[src/rtl/irq_mask_pkg.sv]
package irq_mask_pkg;
  // Strobes passed from the control decoder to the register datapath
  typedef struct packed {
    logic wrHit;      // register write this cycle
    logic clrMaster;  // force master bit to 0
    logic setMaster;  // force master bit to 1 (only if not cleared)
  } maskCtrl_t;
endpackage

[src/rtl/irq_mask_ctrl.sv]
module irq_mask_ctrl
  import irq_mask_pkg::*;
#(
  parameter int ADDR_W = 8,
  parameter logic [ADDR_W-1:0] MASK_ADDR = 8'hFB
) (
  input  logic [ADDR_W-1:0] regAddr,
  input  logic              regWrEn,
  input  logic              eiStrobe,
  input  logic              diStrobe,
  input  logic              entryStrobe,
  input  logic              retStrobe,
  input  logic              masterQ,
  output maskCtrl_t         ctrl,
  output logic              rdSel,
  output logic              protoErr
);
  logic addrHit;

  always_comb begin
    addrHit        = (regAddr == MASK_ADDR);
    rdSel          = addrHit;
    ctrl.wrHit     = regWrEn && addrHit;
    // clearing sources dominate every setting source
    ctrl.clrMaster = entryStrobe || diStrobe;
    ctrl.setMaster = (eiStrobe || retStrobe) && !ctrl.clrMaster;
    protoErr       = ctrl.wrHit && masterQ;
  end
endmodule

[src/rtl/irq_mask_dp.sv]
module irq_mask_dp
  import irq_mask_pkg::*;
#(
  parameter int NUM_IRQ = 6,
  parameter bit RAM_PROT_FITTED = 1'b1,
  localparam int DATA_W = NUM_IRQ + 2
) (
  input  logic              clk,
  input  logic              rstN,
  input  maskCtrl_t         ctrl,
  input  logic [DATA_W-1:0] wrData,
  input  logic [NUM_IRQ-1:0] pendingIrq,
  output logic [DATA_W-1:0] maskQ,
  output logic [NUM_IRQ-1:0] gatedIrq,
  output logic              anyIrq,
  output logic              ramProtEn
);
  localparam int PROT_BIT   = NUM_IRQ;
  localparam int MASTER_BIT = NUM_IRQ + 1;

  // per-line enable bits
  for (genvar i = 0; i < NUM_IRQ; i++) begin : g_lineEn
    always_ff @(posedge clk or negedge rstN) begin
      if (!rstN)           maskQ[i] <= 1'b0;
      else if (ctrl.wrHit) maskQ[i] <= wrData[i];
    end
    assign gatedIrq[i] = pendingIrq[i] & maskQ[i] & maskQ[MASTER_BIT];
  end

  // optional RAM-protect bit
  if (RAM_PROT_FITTED) begin : g_prot
    always_ff @(posedge clk or negedge rstN) begin
      if (!rstN)           maskQ[PROT_BIT] <= 1'b0;
      else if (ctrl.wrHit) maskQ[PROT_BIT] <= wrData[PROT_BIT];
    end
  end else begin : g_noProt
    assign maskQ[PROT_BIT] = 1'b0;
    logic unusedProt;
    assign unusedProt = wrData[PROT_BIT];
  end

  // master enable: strobes first, then register write
  always_ff @(posedge clk or negedge rstN) begin
    if (!rstN)               maskQ[MASTER_BIT] <= 1'b0;
    else if (ctrl.clrMaster) maskQ[MASTER_BIT] <= 1'b0;
    else if (ctrl.setMaster) maskQ[MASTER_BIT] <= 1'b1;
    else if (ctrl.wrHit)     maskQ[MASTER_BIT] <= wrData[MASTER_BIT];
  end

  assign anyIrq    = |gatedIrq;
  assign ramProtEn = maskQ[PROT_BIT];
endmodule

[src/rtl/irq_mask_unit.sv]
module irq_mask_unit
  import irq_mask_pkg::*;
#(
  parameter int NUM_IRQ = 6,
  parameter int ADDR_W = 8,
  parameter logic [ADDR_W-1:0] MASK_ADDR = 8'hFB,
  parameter bit RAM_PROT_FITTED = 1'b1
) (
  input  logic               clk,
  input  logic               rstN,
  input  logic [ADDR_W-1:0]  regAddr,
  input  logic               regWrEn,
  input  logic [NUM_IRQ+1:0] regWrData,
  output logic [NUM_IRQ+1:0] regRdData,
  input  logic               eiStrobe,
  input  logic               diStrobe,
  input  logic               entryStrobe,
  input  logic               retStrobe,
  input  logic [NUM_IRQ-1:0] pendingIrq,
  output logic [NUM_IRQ-1:0] gatedIrq,
  output logic               anyIrq,
  output logic               ramProtEn,
  output logic               protoErr
);
  localparam int DATA_W = NUM_IRQ + 2;

  maskCtrl_t         ctrl;
  logic              rdSel;
  logic [DATA_W-1:0] maskQ;

  irq_mask_ctrl #(.ADDR_W(ADDR_W), .MASK_ADDR(MASK_ADDR)) u_ctrl (
    .regAddr(regAddr), .regWrEn(regWrEn), .eiStrobe(eiStrobe),
    .diStrobe(diStrobe), .entryStrobe(entryStrobe), .retStrobe(retStrobe),
    .masterQ(maskQ[DATA_W-1]), .ctrl(ctrl), .rdSel(rdSel), .protoErr(protoErr)
  );

  irq_mask_dp #(.NUM_IRQ(NUM_IRQ), .RAM_PROT_FITTED(RAM_PROT_FITTED)) u_dp (
    .clk(clk), .rstN(rstN), .ctrl(ctrl), .wrData(regWrData),
    .pendingIrq(pendingIrq), .maskQ(maskQ), .gatedIrq(gatedIrq),
    .anyIrq(anyIrq), .ramProtEn(ramProtEn)
  );

  assign regRdData = rdSel ? maskQ : '0;
endmodule

[config.mk]
export PLATFORM = sky130hd
export DESIGN_NAME = irq_mask_unit
export DESIGN_NICKNAME = d
export VERILOG_FILES = /design/src/rtl/irq_mask_pkg.sv /design/src/rtl/irq_mask_ctrl.sv /design/src/rtl/irq_mask_dp.sv /design/src/rtl/irq_mask_unit.sv
export SDC_FILE = /design/constraint.sdc
export NUM_CORES = 1
export LEC_CHECK = 0
export BUFFER_PORTS_ARGS = -buffer_cell sky130_fd_sc_hd__buf_2
export CAP_MARGIN = 20
export CORE_MARGIN = 2
export CORE_UTILIZATION = 36
export CTS_CLUSTER_DIAMETER = 50
export DETAILED_ROUTE_END_ITERATION = 8
export PLACE_DENSITY = 0.77
export REMOVE_ABC_BUFFERS = 1
export SYNTH_ARGS = -nofsm -noshare
export SYNTH_HDL_FRONTEND = slang
export SYNTH_SLANG_ARGS = --single-unit
[constraint.sdc]
create_clock -name clk -period 1.9 [get_ports clk]
set_input_delay 0.095 -clock clk [delete_from_list [all_inputs] [get_ports clk]]
set_output_delay 0.095 -clock clk [all_outputs]
set_load 0.02 [all_outputs]
==> qor.txt <==
crit-path cells: and3_1 -> nor2_1 -> nand3_1 -> buf_2
RSZ-0062 raised after global routing: no
Final Setup Violations: 0
clk_lat worst skew: 0.26 ns
Critical Path RT: 1.80 ns
top-area cell type share of the netlist area: 42.9%
Synth Area in XOR/XNOR: 0%
most frequent cells in the layout: buf_2, and2_1, dfrtp_1
antenna viol nets, final: 0
CTS Buffer Depth: 2
f_max: 729 MHz
Cell Rows: 12
largest net degree at the start of global routing: 10
leading cell type in the layout, fill and taps excluded: buf_2
peak supply drop: 0.000326 V
synthesized flop and latch total: 8
Setup Slack @ Placement: 0.497 ns
fin worst setup slack: 0.528 ns
leak pwr: 0.466 nW
Layout Cells excl Fill: 108
Ant. Diodes: 0
PwrDens: 505 mW/mm^2
number of buffers created by CTS: 3
first-pass GRT wire length: 1830 um
fin crit period: 1.37 ns
Avg Synthesized Cell Area: 10.4 um^2
post-synthesis mux area share: 16.9%
post-DP HPWL: 1010 um
CP Class: reg -> out
initial antenna violation count: 0
routing usage on met2: 27.4%
post-DR vias/cell: 4.95
Initial Util: 40.4%
Worst path max stage delay: 0.46 ns
Hold Vio Cnt, Final: 0
slowest CP cell: dfrtp_1
Post-CTS Hold Fix Bufs: 1
Simple-Gate Fraction of Synth Area: 37.8%
GR Util All Layers: 18.0%
Post-CTS Setup Inserts: 0
Worst-Margin Slew: 0.455 ns
die width: 40.0 um
drt total wl: 1250 um
reg2reg start: u_dp.maskQ[7]
layout cells sized above 1: 60.6%
deepest level of the CTS H-tree: 1
Adder-Cell Fraction of Synth Area: 0%
crit path max fanout: 9
number of global-route vias before repair: 442
Worst Skew: 0 ns
DR WL/cell: 11.6 um
Post-DP Area: 709 um^2
clk slew on worst S/H paths: 0.06 ns
cts repair resizes: 0
Synth Instances: 45
Mapped Area: 467 um^2
Placer Congestion: 0.679
Synth warnings: 0
Fin Setup TNS: 0 ns
largest cells by area after synthesis: dfrtp_1, mux2_2, and2_1
Synth Area in Compound Gates: 1.61%
global route overflow: 0
Final Cycle Share: 72.2%
class of the tightest hold or removal check: in -> reg
core footprint: 0.00116 mm^2
Area growth, synth to finish: 59.0%
crit path capture type: output pin
max_cap viols: 0
worst hold start: regWrData[2]
fin nets: 125
register area share after synthesis: 42.9%
Vias: 535
Most Used Layer, Global Route: met2
crit path launch type: flop
Placed Instances: 104
First DRT Iteration DRCs: 1
root buf cell: clkbuf_4
status: finished, final reports clean
Die ar.: 0.00160 mm^2
drt first pass iters: 2
CTS tree: done
CTS sink cnt: 8
PortBufs: 45
dominant cell type by area after synthesis: dfrtp_1
Die Span Y: 40.0 um
Ports: 46
DRC Markers: 0
met3 GRT Util: 3.33%
met1 Resource Use GR: 22.6%
largest family of logic cells by synthesized area: simple AND/OR/NAND/NOR gates
slew margin rel.: 69.6%
Pins Over Slew Limit: 0
post-synthesis cell type count: 16
Worst Path Arrival: 1.28 ns
worst setup path start: u_dp.maskQ[7]
total power: 0.375 mW
Final Cell Area: 742 um^2
# fillers: 97
## synth_stat cells
cell / number
nor3_4: 1
or2_2: 1
and3_1: 7
nand4b_1: 1
nor3_1: 1
nand4_1: 1
o31ai_1: 1
nor3b_1: 1
nor2_1: 4
nor4_1: 1
dfrtp_1: 8
mux2_2: 7
inv_1: 1
nand3_1: 1
or3_1: 1
and2_1: 8
## power by group
part / switching, mW / internal [mW] / total [mW]
Sequential: 0.00685 / 0.179 / 0.186
Clock: 0.0615 / 0.0725 / 0.134
Combinational: 0.0220 / 0.0329 / 0.0549
Total: 0.0904 / 0.284 / 0.375
## flip-flops by register name, summed over array words and instances (netlist names)
signal          flops
u_dp.ramProtEn      1
u_dp.maskQ          7
## worst max-delay path: cells and delay by family, from the launching register on
| kind | cells | cell delay (ns) |
|---|---|---|
| flip-flops | 1 | 0.46 |
| AND/OR/NAND/NOR | 3 | 0.39 |
| buffers and inverters | 1 | 0.16 |
## final timing paths
path | endpoint | slack (ns) | depth (start not counted)
hold / removal | u_dp.maskQ[2] | 0.06 | 2
max in group asynchronous | u_dp.maskQ[7] | 1.53 | 2
hold reg to reg | u_dp.maskQ[2] | 0.52 | 1
setup / recovery | anyIrq | 0.53 | 4
min in group asynchronous | u_dp.maskQ[0] | 0.21 | 2
setup reg to reg | u_dp.maskQ[7] | 0.87 | 3
## routing by layer
layer	wire length [um]	vias up
met5	0	-
met3	86	4
met4	34	0
met2	600	25
met1	531	244
li1	-	262
## cell type report
type | instances | area (um^2) | share of cell area (%)
Clock buffer | 3 | 22.5 | 3.04
Inverter | 1 | 3.75 | 0.506
Multi-Input combinational cell | 36 | 263 | 35.4
Sequential cell | 8 | 200 | 27.0
Tap cell | 14 | 17.5 | 2.36
Timing Repair Buffer | 46 | 235 | 31.7
## logic make-up (layout without fill, tap and decap cells)
| group | after synthesis | count (layout) |
|---|---|---|
| AOI/OAI and AO/OA | 1 | 1 |
| buffers and inverters | 1 | 50 |
| DFF | 8 | 8 |
| muxes | 7 | 7 |
| and+or+nand+nor | 28 | 28 |
## per-stage QoR
| stage | hold WS (ns) | utilization [%] |
|---|---|---|
| final | 0.0645 | 64.2 |
| after global routing | 0.0638 | 64.2 |
| after CTS | 0.0673 | 64.2 |
| after detailed placement | -0.0587 | 61.4 |
| after global placement | -0.0589 | 61.4 |
| after floorplan | -0.201 | - |
(Power assumes the default switching activity.)
